**config.mk**
```make
export PLATFORM = sky130hd
export DESIGN_NAME = bkl_pwm
export DESIGN_NICKNAME = d
export VERILOG_FILES = /design/src/rtl/bkl_pwm_pkg.sv /design/src/rtl/bkl_pwm_regs.sv /design/src/rtl/bkl_pwm_timer.sv /design/src/rtl/bkl_pwm.sv
export SDC_FILE = /design/constraint.sdc
export NUM_CORES = 1
export LEC_CHECK = 0
export ABC_AREA = 1
export BUFFER_PORTS_ARGS = -buffer_cell sky130_fd_sc_hd__buf_4
export CORE_MARGIN = 10
export CORE_UTILIZATION = 40
export DETAILED_ROUTE_END_ITERATION = 6
export PLACE_DENSITY = 0.65
export REMOVE_ABC_BUFFERS = 1
export SKIP_CTS_REPAIR_TIMING = 1
export SYNTH_ARGS = -nofsm -noshare
export SYNTH_HDL_FRONTEND = slang
export SYNTH_SLANG_ARGS = --single-unit
```
**constraint.sdc**
```tcl
create_clock -name clk -period 1.53 [get_ports clk]
set_clock_uncertainty 0.15 [all_clocks]
set_input_delay 0.153 -clock clk [delete_from_list [all_inputs] [get_ports clk]]
set_output_delay 0.153 -clock clk [all_outputs]
set_load 0.02 [all_outputs]
```
**src/rtl/bkl_pwm_pkg.sv**
```systemverilog
package bkl_pwm_pkg;

   // Byte offsets decoded by the register port (software-visible map)
   localparam logic [15:0] OFS_ENABLE = 16'h0000;
   localparam logic [15:0] OFS_COMMIT = 16'h0008;
   localparam logic [15:0] OFS_CTRL0  = 16'h0010;
   localparam logic [15:0] OFS_CTRL1  = 16'h0014;

   // Field placement inside the control words
   localparam int unsigned DIV_LSB_DEF = 16;
   localparam int unsigned PER_LSB_DEF = 0;
   localparam int unsigned HW_LSB_DEF  = 16;

   typedef enum logic [2:0] {
      SEL_NONE,
      SEL_ENABLE,
      SEL_COMMIT,
      SEL_CTRL0,
      SEL_CTRL1
   } reg_sel_e;

endpackage

```
**src/rtl/bkl_pwm_regs.sv**
```systemverilog
module bkl_pwm_regs
   import bkl_pwm_pkg::*;
#(
   parameter int unsigned ADDR_W  = 8,
   parameter int unsigned DATA_W  = 32,
   parameter int unsigned DIV_W   = 10,
   parameter int unsigned PER_W   = 12,
   parameter int unsigned HW_W    = 13,
   parameter int unsigned DIV_LSB = DIV_LSB_DEF,
   parameter int unsigned PER_LSB = PER_LSB_DEF,
   parameter int unsigned HW_LSB  = HW_LSB_DEF
) (
   input  logic              clk,
   input  logic              rst_n,
   input  logic [ADDR_W-1:0] bus_addr,
   input  logic [DATA_W-1:0] bus_wdata,
   input  logic              bus_we,
   output logic [DATA_W-1:0] bus_rdata,
   output logic              en_o,
   output logic              commit_o,
   output logic [DIV_W-1:0]  div_o,
   output logic [PER_W-1:0]  per_o,
   output logic [HW_W-1:0]   hw_o
);

   reg_sel_e         sel;
   logic             en_q;
   logic             commit_q;
   logic [DIV_W-1:0] div_q;
   logic [PER_W-1:0] per_q;
   logic [HW_W-1:0]  hw_q;
   logic             wdata_unused;

   assign wdata_unused = ^bus_wdata;

   always_comb begin
      sel = SEL_NONE;
      if (bus_addr == ADDR_W'(OFS_ENABLE)) sel = SEL_ENABLE;
      if (bus_addr == ADDR_W'(OFS_COMMIT)) sel = SEL_COMMIT;
      if (bus_addr == ADDR_W'(OFS_CTRL0))  sel = SEL_CTRL0;
      if (bus_addr == ADDR_W'(OFS_CTRL1))  sel = SEL_CTRL1;
   end

   always_ff @(posedge clk) begin
      if (!rst_n) begin
         en_q     <= 1'b0;
         commit_q <= 1'b0;
         div_q    <= '0;
         per_q    <= '0;
         hw_q     <= '0;
      end else if (bus_we) begin
         case (sel)
            SEL_ENABLE: en_q     <= bus_wdata[0];
            SEL_COMMIT: commit_q <= bus_wdata[0];
            SEL_CTRL0:  div_q    <= bus_wdata[DIV_LSB +: DIV_W];
            SEL_CTRL1: begin
               per_q <= bus_wdata[PER_LSB +: PER_W];
               hw_q  <= bus_wdata[HW_LSB +: HW_W];
            end
            default: ;
         endcase
      end
   end

   // 0 -> 1 transition of the commit bit requests a transfer
   assign commit_o = bus_we && (sel == SEL_COMMIT) && bus_wdata[0] && !commit_q;

   always_comb begin
      bus_rdata = '0;
      case (sel)
         SEL_ENABLE: bus_rdata[0] = en_q;
         SEL_COMMIT: bus_rdata[0] = commit_q;
         SEL_CTRL0:  bus_rdata[DIV_LSB +: DIV_W] = div_q;
         SEL_CTRL1: begin
            bus_rdata[PER_LSB +: PER_W] = per_q;
            bus_rdata[HW_LSB +: HW_W]   = hw_q;
         end
         default: ;
      endcase
   end

   assign en_o  = en_q;
   assign div_o = div_q;
   assign per_o = per_q;
   assign hw_o  = hw_q;

   // a commit request always leaves the commit bit set
   a_r8_commit_sets_bit: assert property (@(posedge clk) disable iff (!rst_n)
      commit_o |=> commit_q);

   // a second write of 1 without an intervening 0 is not a new request
   a_r1_no_double_commit: assert property (@(posedge clk) disable iff (!rst_n)
      commit_q |-> !commit_o);

endmodule

```
**src/rtl/bkl_pwm_timer.sv**
```systemverilog
module bkl_pwm_timer #(
   parameter int unsigned DIV_W   = 10,
   parameter int unsigned PER_W   = 12,
   parameter int unsigned HW_W    = 13,
   parameter bit          REG_OUT = 1'b0
) (
   input  logic             clk,
   input  logic             rst_n,
   input  logic             en_i,
   input  logic             commit_i,
   input  logic [DIV_W-1:0] div_i,
   input  logic [PER_W-1:0] per_i,
   input  logic [HW_W-1:0]  hw_i,
   output logic             pwm_o
);

   logic             pending_q;
   logic [DIV_W-1:0] div_a;
   logic [PER_W-1:0] per_a;
   logic [HW_W-1:0]  hw_a;
   logic [DIV_W-1:0] pc_q;
   logic [PER_W-1:0] cnt_q;
   logic             tick;
   logic             period_end;
   logic             load;
   logic             hi;

   assign tick       = (pc_q == div_a);
   assign period_end = tick && (cnt_q == per_a);
   assign load       = pending_q && (!en_i || period_end);

   always_ff @(posedge clk) begin
      if (!rst_n) begin
         pending_q <= 1'b0;
         div_a     <= '0;
         per_a     <= '0;
         hw_a      <= '0;
      end else begin
         if (commit_i)  pending_q <= 1'b1;
         else if (load) pending_q <= 1'b0;
         if (load) begin
            div_a <= div_i;
            per_a <= per_i;
            hw_a  <= hw_i;
         end
      end
   end

   always_ff @(posedge clk) begin
      if (!rst_n || !en_i || period_end) begin
         pc_q  <= '0;
         cnt_q <= '0;
      end else if (tick) begin
         pc_q  <= '0;
         cnt_q <= cnt_q + 1'b1;
      end else begin
         pc_q  <= pc_q + 1'b1;
      end
   end

   assign hi = en_i && (HW_W'(cnt_q) < hw_a);

   generate
      if (REG_OUT) begin : g_out_reg
         logic out_q;
         always_ff @(posedge clk) begin
            if (!rst_n) out_q <= 1'b0;
            else        out_q <= hi;
         end
         assign pwm_o = out_q;
      end else begin : g_out_comb
         assign pwm_o = hi;
         // disabled output is low
         a_r6_low_when_off: assert property (@(posedge clk) disable iff (!rst_n)
            !en_i |-> !pwm_o);
      end
   endgenerate

   // prescaler and period counters stay within the active limits
   a_r3_pc_bound: assert property (@(posedge clk) disable iff (!rst_n)
      en_i |-> (pc_q <= div_a));
   a_r3_cnt_bound: assert property (@(posedge clk) disable iff (!rst_n)
      en_i |-> (cnt_q <= per_a));

   // counters are cleared while disabled
   a_r6_hold_zero: assert property (@(posedge clk) disable iff (!rst_n)
      !en_i |=> (pc_q == '0) && (cnt_q == '0));

   // active values only move at a period boundary while running
   a_r8_load_at_edge: assert property (@(posedge clk) disable iff (!rst_n)
      (en_i && $past(en_i) && !$past(period_end))
         |-> ($stable(div_a) && $stable(per_a) && $stable(hw_a)));

   // saturated duty is solid high, zero duty is solid low
   a_r5_full_high: assert property (@(posedge clk) disable iff (!rst_n)
      (en_i && (hw_a > HW_W'(per_a))) |-> hi);
   a_r5_zero_low: assert property (@(posedge clk) disable iff (!rst_n)
      (hw_a == '0) |-> !hi);

endmodule

```
**src/rtl/bkl_pwm.sv**
```systemverilog
module bkl_pwm
   import bkl_pwm_pkg::*;
#(
   parameter int unsigned ADDR_W  = 8,
   parameter int unsigned DATA_W  = 32,
   parameter int unsigned DIV_W   = 10,
   parameter int unsigned PER_W   = 12,
   parameter int unsigned HW_W    = PER_W + 1,
   parameter bit          REG_OUT = 1'b0
) (
   input  logic              clk,
   input  logic              rst_n,
   input  logic [ADDR_W-1:0] bus_addr,
   input  logic [DATA_W-1:0] bus_wdata,
   input  logic              bus_we,
   output logic [DATA_W-1:0] bus_rdata,
   output logic              pwm_out
);

   localparam int unsigned DIV_LSB = DIV_LSB_DEF;
   localparam int unsigned PER_LSB = PER_LSB_DEF;
   localparam int unsigned HW_LSB  = HW_LSB_DEF;

   generate
      if (HW_W <= PER_W) begin : g_bad_hw
         $error("high-width field must be wider than the period field");
      end
      if (DIV_LSB + DIV_W > DATA_W) begin : g_bad_div
         $error("prescaler field does not fit the data word");
      end
      if ((HW_LSB + HW_W > DATA_W) || (PER_LSB + PER_W > HW_LSB)) begin : g_bad_ctl1
         $error("period/high-width fields overlap or overflow the data word");
      end
      if (ADDR_W < 5 || ADDR_W > 16) begin : g_bad_addr
         $error("address width must cover the register map");
      end
   endgenerate

   logic             en;
   logic             commit;
   logic [DIV_W-1:0] div_s;
   logic [PER_W-1:0] per_s;
   logic [HW_W-1:0]  hw_s;

   bkl_pwm_regs #(
      .ADDR_W (ADDR_W),
      .DATA_W (DATA_W),
      .DIV_W  (DIV_W),
      .PER_W  (PER_W),
      .HW_W   (HW_W),
      .DIV_LSB(DIV_LSB),
      .PER_LSB(PER_LSB),
      .HW_LSB (HW_LSB)
   ) u_regs (
      .clk      (clk),
      .rst_n    (rst_n),
      .bus_addr (bus_addr),
      .bus_wdata(bus_wdata),
      .bus_we   (bus_we),
      .bus_rdata(bus_rdata),
      .en_o     (en),
      .commit_o (commit),
      .div_o    (div_s),
      .per_o    (per_s),
      .hw_o     (hw_s)
   );

   bkl_pwm_timer #(
      .DIV_W  (DIV_W),
      .PER_W  (PER_W),
      .HW_W   (HW_W),
      .REG_OUT(REG_OUT)
   ) u_timer (
      .clk     (clk),
      .rst_n   (rst_n),
      .en_i    (en),
      .commit_i(commit),
      .div_i   (div_s),
      .per_i   (per_s),
      .hw_i    (hw_s),
      .pwm_o   (pwm_out)
   );

endmodule

```
---- After elaboration in Yosys (flattened, before gate mapping) ----
Index checks and enable logic that the tools add are counted.
word-level totals
  output and inout bits ................... 33
  bits in registers ....................... 95
  bits of input ports ..................... 43
  word-level logic and storage cells ...... 52
cells by class
  add/sub/neg operators ................... 2
  muxes and demuxes ....................... 10
  order comparisons ....................... 1
  reductions and logical operators ........ 19
  equal/unequal tests ..................... 9
operators by type and width
  cell                   count
  $pmux 10 s2            1
  $eq 8x5->1 const B     2
  $lt 12x13->1           1
  $add 12x1->12 const B  1
  $eq 12x12->1           1
  $mux 11                1
  $add 10x1->10 const B  1
  $eq 10x10->1           1
  $eq 8x4->1 const B     1
  $logic_not 8->1        1
  $reduce_and 2->1       4
  $eq 3x2->1 const B     2
  $logic_and 1x1->1      6
  $mux 3                 2
  $mux 2                 2
  $eq 3x1->1 const B     1
  $eq 3x3->1 const B     1
  $logic_not 1->1        3
  $logic_or 1x1->1       3
  $mux 1                 3
  $pmux 1 s3             1
  $reduce_bool 2->1      1
  $reduce_or 2->1        1

---- Logic depth before layout (Yosys ltp) ----
Gate-level depths: netlist (run 1).
  depth in word-level cells ............... 10
  depth in mapped cells ................... 13
  mapped depth without buffers ............ 12

---- Hierarchy ----
A second synthesis (run 1) with hierarchy kept.
unflattened totals
  cells, all modules ...................... 831
  area total of the unflattened synthesis .. 5362.6 um2
modules (own cells, without submodules)
  module         cells an instance  sequential area each (um2)  instances  area each (um2)
  bkl_pwm_timer  479                1161.1                      1          3246.9
  bkl_pwm_regs   352                740.7                       1          2115.8

---- Least setup slack after synthesis (run 1) ----
No wires, ideal clock.
  path kind ............................... register to output
  start ................................... register u_timer.cnt_q[11]
  end ..................................... output port pwm_out
  data required time ...................... 1227 ps
  arrival time ............................ 1414 ps
  path slack .............................. -187 ps
  stages on the path, launching flop included .. 7
  buffers on the path ..................... 0
  cells stage by stage .................... dfxtp_1 -> ha_1 -> inv_1 -> nor2_1 -> a221oi_1 -> nand3_1 -> a31oi_1
on the way
  longest elaborated chain between the ends .. 2
ends and longest elaborated chain
  what                      line                 source
  start: declaration        bkl_pwm_timer.sv:22  logic [PER_W-1:0] cnt_q;
  start signal: assignment  bkl_pwm_timer.sv:55  cnt_q <= cnt_q + 1'b1;
  $lt 12x13->1              bkl_pwm_timer.sv:61  assign hi = en_i && (HW_W'(cnt_q) < hw_a);
  $logic_and 1x1->1         bkl_pwm_timer.sv:61
  end: declaration          bkl_pwm.sv:17        output logic pwm_out
No other way between the ends.

---- Worst setup path after layout (run 1) ----
Same ends and word-level chain as after synthesis.

==> results.json, run 1 <==
{
  "ios": 76,
  "clockRootBuffer": "sky130_fd_sc_hd__clkbuf_16",
  "yosys_most_used_dff": "sky130_fd_sc_hd__dfxtp_1",
  "dp_cells": 875,
  "clk_pin_slew_ns": 0.06,
  "busiest_layer": "met2",
  "post_synth_instance_area_um2": 4660,
  "place_congestion": 0.872,
  "status": "complete, but fails checks",
  "synthesis.instances": 649,
  "startpoint_of_the_lowest_slack_hold_path": "bus_wdata[11]",
  "synth_seq_area_share_pct": 40.8,
  "core_region_area_um2": 11400,
  "worst_r2r_startpoint": "u_timer.cnt_q[3]$_SDFFE_PP0P_",
  "arrival_time_reported_for_the_critical_path_endpoint_ns": 1.79,
  "detail_route.iter0.violations": 262,
  "routed_wire_length_per_instance_um": 14.8,
  "synth.top_cells.by_count": "sky130_fd_sc_hd__nand2_1, sky130_fd_sc_hd__dfxtp_1, sky130_fd_sc_hd__nor2_1, sky130_fd_sc_hd__a21oi_1, sky130_fd_sc_hd__inv_1",
  "layout.cells.non_filler": 927,
  "routed-via-count": 4690,
  "critical_path.startpoint_type": "register",
  "finalSetupViolCount": 69,
  "dp_hpwl_mm": 8.57,
  "length_in_cells_of_the_worst_reg_to_reg_path": 11,
  "antenna_cells_inserted": 0,
  "grt_max_degree": 51,
  "rows": 39,
  "hold-path-cell-count": 3,
  "unrepaired_setup_endpoints_after_global_routing": "yes",
  "die_area_um2": 16400,
  "max_freq_mhz": 477,
  "start_util_pct": 40.8,
  "relative_area_change_from_synthesis_to_final_layout_pct": 54.5,
  "groute.usage.overall_pct": 14.0,
  "die_w_um": 128,
  "holdPathEnd": "u_regs.per_o[11]$_SDFFE_PN0P_",
  "synth_top_area_share_pct": 40.8,
  "worst_ep_required_time_ns": 1.23,
  "synth_seq_cells": 95,
  "finalMaxSlewViolations": 0,
  "tritoncts_num_sinks": 95,
  "via_per_inst": 5.06,
  "register_area_um2": 1930,
  "grt_first_pass_wirelength_mm": 19.2,
  "groute.layer.met3.usage_pct": 2.48,
  "p_leak_nw": 2.74,
  "min_setup_slack_post_route_ns": -0.565,
  "cts_buffers": 9,
  "antenna_violations_before_repair": 0,
  "asyncSetResetFlopFracSynth_pct": 0,
  "end_of_the_worst_register_to_register_path": "u_timer.hw_a[12]$_SDFFE_PN0P_",
  "post_detailed_routing_wire_length_mm": 13.7,
  "synth-warning-count": 0,
  "synth.lib_cells_used.distinct": 33,
  "worst-path-max-fanout": 3,
  "top_count_cell_post_synth": "sky130_fd_sc_hd__nand2_1",
  "power.density_nw_per_um2": 674,
  "violated_checks": "hold timing, setup timing",
  "synth_largest_area_cell": "sky130_fd_sc_hd__dfxtp_1",
  "irDropWorstVdd_uv": 505,
  "place.port_buffers": 61,
  "critical_path.endpoint_type": "output pin",
  "fin_nets": 836,
  "cap_violations": 0,
  "fin_setup_tns_ns": -17.19,
  "worst_hold_path_type": "in -> reg",
  "first_pass_iters": 5,
  "drive_above_1_share_pct": 36.0,
  "timing.reg2reg.setup_slack_ns": -0.34,
  "global_route.usage.met1_pct": 16.9,
  "grt_use_met2_pct": 23.6,
  "drt_drc": 0,
  "first_global_vias": 4235,
  "post_synth.cell_area_avg_um2": 7.18,
  "synth-edff-count": 0,
  "ctsHtreeMaxLevel": 3,
  "hold-worst-slack_ns": -0.0598,
  "clk_path_buf_depth": 2,
  "netlist_top_cells_area": "sky130_fd_sc_hd__dfxtp_1, sky130_fd_sc_hd__a21oi_1, sky130_fd_sc_hd__nand2_1",
  "post-route-min-period_ns": 2.09,
  "area_of_the_multi_input_gates_um2": 2880,
  "detail-route-antenna-nets": 0,
  "hold_violations": 4,
  "cts_tree": "built",
  "fp.dieH_um": 128,
  "insertion_delay_ns": 0.35,
  "grt_overflow": 0,
  "final_worst_path_cycle_share_pct": 137,
  "timing.setup.critical_path_class": "reg -> out",
  "fillers": 953
}
==> worst max-delay path: stages, from the launching register on <==
cell,delay (ns)
sky130_fd_sc_hd__dfxtp_1,0.40
sky130_fd_sc_hd__ha_1,0.26
sky130_fd_sc_hd__inv_1,0.07
sky130_fd_sc_hd__nor2_2,0.05
sky130_fd_sc_hd__a221oi_2,0.23
sky130_fd_sc_hd__nand3_1,0.10
sky130_fd_sc_hd__a31oi_1,0.16
sky130_fd_sc_hd__buf_4,0.17
==> cells by family (layout without fill, tap and decap cells) <==
kind of cell / count (synthesis) / count (layout) / share of synthesized area [%]
buf+inv: 118 / 245 / 11.3
xor+xnor: 29 / 29 / 5.45
flops: 95 / 95 / 40.8
fa+ha+maj: 13 / 13 / 3.49
simple gates: 256 / 258 / 23.6
compound gates: 137 / 137 / 15.2
other cells: 1 / 7 / 0.0805
==> sequential cells by signal, summed over array words and instances (netlist names) <==
name,count
u_timer.hw_a,13
u_regs.div_o,10
u_timer.per_a,12
u_timer.div_a,10
u_regs.en_o,1
u_timer.cnt_q,12
u_regs.hw_o,13
u_timer.pc_q,10
u_regs.per_o,12
u_timer.pending_q,1
u_regs.commit_q,1
==> metal layers <==
layer | routed length, um | up-vias
met1 | 5890 | 2212
met2 | 6860 | 100
met4 | 349 | 0
li1 | - | 2353
met3 | 629 | 25
met5 | 0 | -
==> cell usage in the layout, fill, tap and decap left out, types with 3 or more instances in the layout <==
cell                             n
sky130_fd_sc_hd__a21oi_1        71
sky130_fd_sc_hd__a21oi_2        13
sky130_fd_sc_hd__buf_12         14
sky130_fd_sc_hd__buf_4          83
sky130_fd_sc_hd__buf_6          25
sky130_fd_sc_hd__clkbuf_16      17
sky130_fd_sc_hd__clkinvlp_4      4
sky130_fd_sc_hd__conb_1          7
sky130_fd_sc_hd__dfxtp_1        75
sky130_fd_sc_hd__dfxtp_2        18
sky130_fd_sc_hd__dlygate4sd3_1  22
sky130_fd_sc_hd__ha_1           10
sky130_fd_sc_hd__ha_4            3
sky130_fd_sc_hd__inv_1          69
sky130_fd_sc_hd__inv_2           5
sky130_fd_sc_hd__nand2_1        85
sky130_fd_sc_hd__nand2_2        10
sky130_fd_sc_hd__nand2_4         4
sky130_fd_sc_hd__nand3_1        19
sky130_fd_sc_hd__nand3_2        30
sky130_fd_sc_hd__nand3_4         3
sky130_fd_sc_hd__nand4_1         5
sky130_fd_sc_hd__nor2_1         61
sky130_fd_sc_hd__nor2_2         16
sky130_fd_sc_hd__nor2_4         12
sky130_fd_sc_hd__nor3_1          4
sky130_fd_sc_hd__o21ai_0        38
sky130_fd_sc_hd__o22ai_4         9
sky130_fd_sc_hd__xnor2_1        14
sky130_fd_sc_hd__xor2_1         12
==> report_power, final <==
part / internal [mW] / leakage, nW / switching [mW] / total (mW)
sequential: 2.47 / 0.776 / 0.00115 / 2.47
clock: 1.15 / 0.128 / 0.965 / 2.11
combinational: 0.139 / 1.83 / 0.127 / 0.267
total: 3.76 / 2.74 / 1.09 / 4.85
==> how the worst max path moves through the flow <==
stage                                         from                     endpoint  slack [ns]  depth (start not counted)
finish              u_timer.cnt_q[11]$_SDFFE_PP0P_                      pwm_out       -0.56                          7
detailed placement      u_timer.pc_q[5]$_SDFF_PP0_   u_timer.pc_q[4]$_SDFF_PP0_       -0.27                         10
floorplan                              bus_addr[1]  u_regs.hw_o[0]$_SDFFE_PN0P_       -0.53                          5
global route          u_timer.hw_a[4]$_SDFFE_PN0P_                      pwm_out       -0.65                         10
CTS                   u_timer.hw_a[4]$_SDFFE_PN0P_                      pwm_out       -0.62                         10
global placement        u_timer.pc_q[5]$_SDFF_PP0_   u_timer.pc_q[4]$_SDFF_PP0_       -0.23                         10
==> stage by stage <==
step	power, mW	setup WS, ns	instance area (um^2)	hold slack, ns	util [%]
after detailed placement	2.72	-0.269	5680	0.288	49.8
after global placement	2.72	-0.226	5680	0.279	49.8
after floorplan	2.61	-0.527	4440	0.124	-
after global routing	5.03	-0.654	7200	0.00232	63.0
after CTS	4.82	-0.619	5960	-0.0691	52.2
final	4.85	-0.565	7200	-0.0598	63.0
==> area by class of cell <==
type                    instances  area share (%)
clock buffers                  10            3.32
repair buffers                154            22.7
clock inverters                 5           0.556
well taps                     143            2.49
flip-flops and latches         95            26.8
inverters                      76            4.02
multi-input cells             444            40.1
(Power assumes the default switching activity.)
==> inputs of run 2 (changes only) <==
--- a/config.mk
+++ b/config.mk
@@ -7,9 +7,9 @@
 export LEC_CHECK = 0
 export ABC_AREA = 1
-export BUFFER_PORTS_ARGS = -buffer_cell sky130_fd_sc_hd__buf_4
 export CORE_MARGIN = 10
 export CORE_UTILIZATION = 40
 export DETAILED_ROUTE_END_ITERATION = 6
-export PLACE_DENSITY = 0.65
+export DONT_BUFFER_PORTS = 1
+export PLACE_DENSITY = 0.59
 export REMOVE_ABC_BUFFERS = 1
 export SKIP_CTS_REPAIR_TIMING = 1
==> constraint.sdc (replaced) <==
create_clock -name clk -period 1.53 [get_ports clk]
set_clock_uncertainty 0.15 [all_clocks]
set_input_delay 0.0765 -clock clk [delete_from_list [all_inputs] [get_ports clk]]
set_output_delay 0.0765 -clock clk [all_outputs]
set_load 0.02 [all_outputs]
==> run 2 against run 1 <==
The run still ends with hold timing, setup timing left; clock power barely moved; sequential share of layout area rose by 3.0 points; sequential cell count unchanged; critical path depth up 1; worst hold slack got worse by 0.22 ns; via count down 6.0%; largest cell class unchanged.
==> results.json, run 2 (synthesis results as in run 1) <==
{
  "status": "complete, but fails checks",
  "violated_checks": "hold timing, setup timing",
  "finalMaxSlewViolations": 0,
  "drt_drc": 0,
  "routed-via-count": 4410,
  "finalSetupViolCount": 59,
  "die_w_um": 128,
  "start_util_pct": 40.8,
  "timing.setup.critical_path_class": "reg -> out",
  "cts_tree": "built",
  "routed_wire_length_per_instance_um": 15.0,
  "irDropWorstVdd_uv": 417,
  "fin_nets": 784,
  "antenna_cells_inserted": 0,
  "rows": 39,
  "fin_setup_tns_ns": -17.52,
  "clockRootBuffer": "sky130_fd_sc_hd__clkbuf_16",
  "grt_overflow": 0,
  "dp_hpwl_mm": 8.32,
  "final_common_cell": "sky130_fd_sc_hd__nand2_1",
  "place.port_buffers": 0,
  "clk_path_buf_depth": 2,
  "power.density_nw_per_um2": 724,
  "min_setup_slack_post_route_ns": -0.554,
  "core_region_area_um2": 11400,
  "ctsHtreeMaxLevel": 3,
  "worst-path-max-fanout": 2,
  "post_detailed_routing_wire_length_mm": 13.1,
  "cts_buffers": 9,
  "hold-worst-slack_ns": -0.281,
  "critical_path.endpoint_type": "output pin",
  "worst_hold_path_type": "in -> reg",
  "arrival_time_reported_for_the_critical_path_endpoint_ns": 1.86,
  "first_global_vias": 4068,
  "hold_violations": 93,
  "post_dp_cell_area_um2": 5330,
  "fp.dieH_um": 128,
  "tritoncts_num_sinks": 95,
  "cap_violations": 0,
  "die_area_um2": 16400,
  "relative_area_change_from_synthesis_to_final_layout_pct": 38.9,
  "max_freq_mhz": 480,
  "via_per_inst": 5.04,
  "critical_path.startpoint_type": "register",
  "detail-route-antenna-nets": 0,
  "p_leak_nw": 2.42,
  "final_worst_path_cycle_share_pct": 136,
  "grt_first_pass_wirelength_mm": 19.3,
  "grt_max_degree": 75,
  "layout.cells.non_filler": 875,
  "groute.usage.overall_pct": 14.3,
  "worst_ep_required_time_ns": 1.30,
  "insertion_delay_ns": 0.35,
  "post-route-min-period_ns": 2.08,
  "drive_above_1_share_pct": 32.2,
  "ios": 76,
  "clk_pin_slew_ns": 0.07,
  "mostFrequentLayoutCells": "sky130_fd_sc_hd__nand2_1, sky130_fd_sc_hd__dfxtp_1, sky130_fd_sc_hd__nor2_1, sky130_fd_sc_hd__a21oi_1",
  "unrepaired_setup_endpoints_after_global_routing": "yes",
  "dp_cells": 838,
  "first_pass_iters": 5,
  "place_congestion": 0.841,
  "detail_route.iter0.violations": 202,
  "antenna_violations_before_repair": 0,
  "final_cell_area_um2": 6470
}
## run 2: metrics by stage
stage,total power [mW],hold WS [ns],worst slack [ns],util (%)
floorplan,2.61,0.0472,-0.451,-
detailed placement,2.62,0.0597,-0.293,46.7
CTS,4.73,-0.302,-0.655,49.1
finish,4.69,-0.281,-0.554,56.7
global route,4.83,-0.307,-0.629,56.7
global placement,2.62,0.0567,-0.289,46.7
## run 2: power breakdown
group | leakage (nW) | switching [mW] | internal, mW
Clock | 0.132 | 0.973 | 1.15
Sequential | 0.776 | 0.00110 | 2.47
Combinational | 1.52 | 0.0615 | 0.0359
Total | 2.42 | 1.04 | 3.65
## run 2: routing by layer
layer	GRT usage, %	vias to the layer above	part of all wire, %
met4	6.29	0	2.3
li1	-	2248	-
met1	17.4	2079	44
met5	0	-	0
met2	23.8	65	50
met3	2.98	18	3.2
## run 2: cell type report
class | instances | area [um^2]
timing repair buffer | 102 | 1030
tap | 143 | 179
clock buffer | 11 | 243
multi-input combinational | 444 | 2760
inverter | 76 | 293
sequential | 95 | 1930
fill | 1072 | 4940
clock inverter | 4 | 30.0
## run 2: worst max-delay path, cell delays in order, from the launching register on
cell	delay, ns
sky130_fd_sc_hd__dfxtp_2	0.34
sky130_fd_sc_hd__inv_2	0.05
sky130_fd_sc_hd__ha_4	0.21
sky130_fd_sc_hd__a21oi_1	0.18
sky130_fd_sc_hd__o211ai_1	0.18
sky130_fd_sc_hd__nand3_1	0.14
sky130_fd_sc_hd__nand3_2	0.10
sky130_fd_sc_hd__a31oi_4	0.17
sky130_fd_sc_hd__buf_6	0.14
## run 2: worst paths after layout
check                           startpoint                       endpoint  slack (ns)  cells after the start
max reg2reg  u_timer.cnt_q[3]$_SDFFE_PP0P_  u_timer.div_a[7]$_SDFFE_PN0P_       -0.42                     12
max           u_timer.hw_a[4]$_SDFFE_PN0P_                        pwm_out       -0.55                      8
min reg2reg   u_timer.hw_a[1]$_SDFFE_PN0P_   u_timer.hw_a[1]$_SDFFE_PN0P_        0.33                      2
min                                  rst_n  u_timer.hw_a[11]$_SDFFE_PN0P_       -0.28                      2
==> inputs of run 3 (changes only) <==
--- a/config.mk
+++ b/config.mk
@@ -6,5 +6,4 @@
 export NUM_CORES = 1
 export LEC_CHECK = 0
-export ABC_AREA = 1
 export CORE_MARGIN = 10
 export CORE_UTILIZATION = 40
==> constraint.sdc (replaced) <==
create_clock -name clk -period 1.53 [get_ports clk]
set_clock_uncertainty 0.15 [all_clocks]
set_input_delay 0.306 -clock clk [delete_from_list [all_inputs] [get_ports clk]]
set_output_delay 0.306 -clock clk [all_outputs]
set_load 0.02 [all_outputs]
==> run 3 against run 2 <==
The run still ends with hold timing, setup timing left; sequential cell count unchanged; sequential share of layout area down 1.7 points; worst setup slack worse by 0.42 ns; critical path depth unchanged; register-to-register slack worse by 0.16 ns.
==> results.json, run 3 <==
{
  "status": "complete, but fails checks",
  "violated_checks": "hold timing, setup timing",
  "mostFrequentLayoutCells": "sky130_fd_sc_hd__nand2_1, sky130_fd_sc_hd__dfxtp_1, sky130_fd_sc_hd__buf_4, sky130_fd_sc_hd__nand3_2",
  "worstPathCellList": "inv_1 -> ha_1 -> a21o_1 -> a21o_1 -> a211oi_1 -> or4_1 -> o311a_1 -> buf_6",
  "critical-path-top-delay-family": "simple AND/OR/NAND/NOR gates",
  "detail-route-antenna-nets": 0,
  "final_cell_area_um2": 6820,
  "post_detailed_routing_wire_length_mm": 14.4,
  "final_common_cell": "sky130_fd_sc_hd__nand2_1",
  "timing.reg2reg.setup_slack_ns": -0.58,
  "hold-path-cell-count": 2,
  "routed-via-count": 4243,
  "crit_path_end": "pwm_out",
  "grt_max_degree": 110,
  "final_worst_path_cycle_share_pct": 164,
  "detail_route.iter0.violations": 202,
  "yosys_most_used_dff": "sky130_fd_sc_hd__dfxtp_1",
  "timing.setup.critical_path_class": "reg -> out",
  "start_util_pct": 41.3,
  "place_congestion": 0.829,
  "area_of_the_multi_input_gates_um2": 3000,
  "via_per_inst": 5.26,
  "hold_violations": 29,
  "netlist_top_cells_area": "sky130_fd_sc_hd__dfxtp_1, sky130_fd_sc_hd__nand2_1, sky130_fd_sc_hd__nand3_1",
  "finalMaxSlewViolations": 0,
  "relative_area_change_from_synthesis_to_final_layout_pct": 50.3,
  "post_synth.cell_area_avg_um2": 8.15,
  "die_area_um2": 16000,
  "layout.cells.non_filler": 806,
  "clk_pin_slew_ns": 0.07,
  "worst_r2r_startpoint": "u_timer.cnt_q[7]$_SDFFE_PP0P_",
  "dp_cells": 719,
  "grt_overflow": 0,
  "ctsHtreeMaxLevel": 3,
  "arrival_time_reported_for_the_critical_path_endpoint_ns": 2.05,
  "worst_path_largest_cell_delay_ns": 0.47,
  "clockRootBuffer": "sky130_fd_sc_hd__clkbuf_16",
  "power.density_nw_per_um2": 715,
  "unrepaired_setup_endpoints_after_global_routing": "yes",
  "p_leak_nw": 2.44,
  "antenna_cells_inserted": 0,
  "first_pass_iters": 5,
  "synth_largest_area_cell": "sky130_fd_sc_hd__dfxtp_1",
  "fin_nets": 717,
  "register_area_um2": 1920,
  "groute.usage.overall_pct": 14.2,
  "synth_seq_cells": 95,
  "layout.core_utilization_pct": 62.1,
  "drive_above_1_share_pct": 36.8,
  "worst_hold_path_type": "in -> reg",
  "synth_top_area_share_pct": 41.9,
  "core_region_area_um2": 11000,
  "cts_buffers": 9,
  "fp.dieH_um": 127,
  "post_dp_cell_area_um2": 5030,
  "critPathMostFrequentCell": "sky130_fd_sc_hd__a21o_1",
  "asyncSetResetFlopFracSynth_pct": 0,
  "synth_seq_area_share_pct": 41.9,
  "synth.top_cells.by_count": "sky130_fd_sc_hd__nand2_1, sky130_fd_sc_hd__dfxtp_1, sky130_fd_sc_hd__nand3_1, sky130_fd_sc_hd__o21ai_0, sky130_fd_sc_hd__a21boi_0",
  "antenna_violations_before_repair": 0,
  "synth.lib_cells_used.distinct": 49,
  "cap_violations": 0,
  "ios": 76,
  "grt_first_pass_wirelength_mm": 18.5,
  "critPathBufInv": 2,
  "detailedPlace.worstSlack_ns": -0.634,
  "critical_path.endpoint_type": "output pin",
  "clk_path_buf_depth": 2,
  "post-route-min-period_ns": 2.51,
  "synthesis.instances": 557,
  "worst_ep_required_time_ns": 1.07,
  "dp_hpwl_mm": 8.36,
  "die_w_um": 127,
  "synth-edff-count": 0,
  "synth-warning-count": 0,
  "crit_path_top_delay_cell": "sky130_fd_sc_hd__or4_1",
  "tritoncts_num_sinks": 95,
  "max_freq_mhz": 399,
  "finalSetupViolCount": 94,
  "end_of_the_worst_register_to_register_path": "u_timer.per_a[1]$_SDFFE_PN0P_",
  "measured_slew_at_the_worst_slew_check_pin_ns": 0.515,
  "critical_path.startpoint_type": "register",
  "top_count_cell_post_synth": "sky130_fd_sc_hd__nand2_1",
  "critical_path_cell_count": 8,
  "drt_drc": 0,
  "rows": 38,
  "crit_start": "u_timer.hw_a[1]$_SDFFE_PN0P_",
  "startpoint_of_the_lowest_slack_hold_path": "bus_wdata[8]",
  "insertion_delay_ns": 0.35,
  "place.port_buffers": 0,
  "first_global_vias": 3647,
  "fillers": 929,
  "min_setup_slack_post_route_ns": -0.977,
  "fin_setup_tns_ns": -32.90,
  "hold-worst-slack_ns": -0.0582,
  "length_in_cells_of_the_worst_reg_to_reg_path": 11,
  "post_synth_instance_area_um2": 4540,
  "irDropWorstVdd_uv": 690,
  "routed_wire_length_per_instance_um": 17.8,
  "relSlewSlack_pct": 65.5,
  "cts_tree": "built",
  "worst-path-max-fanout": 2
}
run 3: area by class of cell:
class / instances / share of cell area, %
repair buffers: 126 / 20.0
multi-input cells: 414 / 44.0
well taps: 140 / 2.57
clock buffers: 10 / 3.51
clock inverters: 6 / 0.991
flip-flops and latches: 95 / 28.1
inverters: 15 / 0.826
run 3: per-layer routing:
| layer | global-route usage (%) | share of wire, % | up-vias | wire (um) |
|---|---|---|---|---|
| li1 | - | - | 2102 | - |
| met4 | 5.29 | 1.2 | 0 | 172 |
| met5 | 0 | 0 | - | 0 |
| met1 | 17.9 | 46 | 2021 | 6660 |
| met3 | 4.66 | 5.3 | 13 | 757 |
| met2 | 21.9 | 47 | 107 | 6790 |
run 3: worst min-delay path by stage:
stage                                           to
floorplan             u_regs.commit_q$_SDFFE_PN0P_
global placement      u_regs.per_o[0]$_SDFFE_PN0P_
detailed placement    u_regs.per_o[0]$_SDFFE_PN0P_
CTS                   u_regs.per_o[2]$_SDFFE_PN0P_
global route        u_timer.per_a[10]$_SDFFE_PN0P_
finish                u_regs.per_o[8]$_SDFFE_PN0P_
run 3: logic make-up after synthesis:
| family | count (synthesis) | share of synthesized area, % |
|---|---|---|
| AO/OA/AOI/OAI | 113 | 16.1 |
| XOR/XNOR | 30 | 5.96 |
| adder cells (fa/ha/maj) | 13 | 3.59 |
| buffers and inverters | 56 | 5.57 |
| flip-flops | 95 | 41.9 |
| multiplexers | 4 | 0.938 |
| other | 1 | 0.0827 |
| AND/OR/NAND/NOR | 245 | 25.9 |
run 3: where the power goes:
group	leakage (nW)	internal, mW	switching [mW]
Sequential	0.770	2.47	0.00108
Clock	0.145	1.32	0.984
Combinational	1.53	0.0579	0.0436
run 3: per-stage QoR:
stage	power (mW)	hold WS, ns
6_report	4.87	-0.0582
5_1_grt	5.02	-0.0462
4_1_cts	4.85	-0.0645
3_5_place_dp	2.57	0.305
3_3_place_gp	2.57	0.298
2_1_floorplan	2.57	0.284
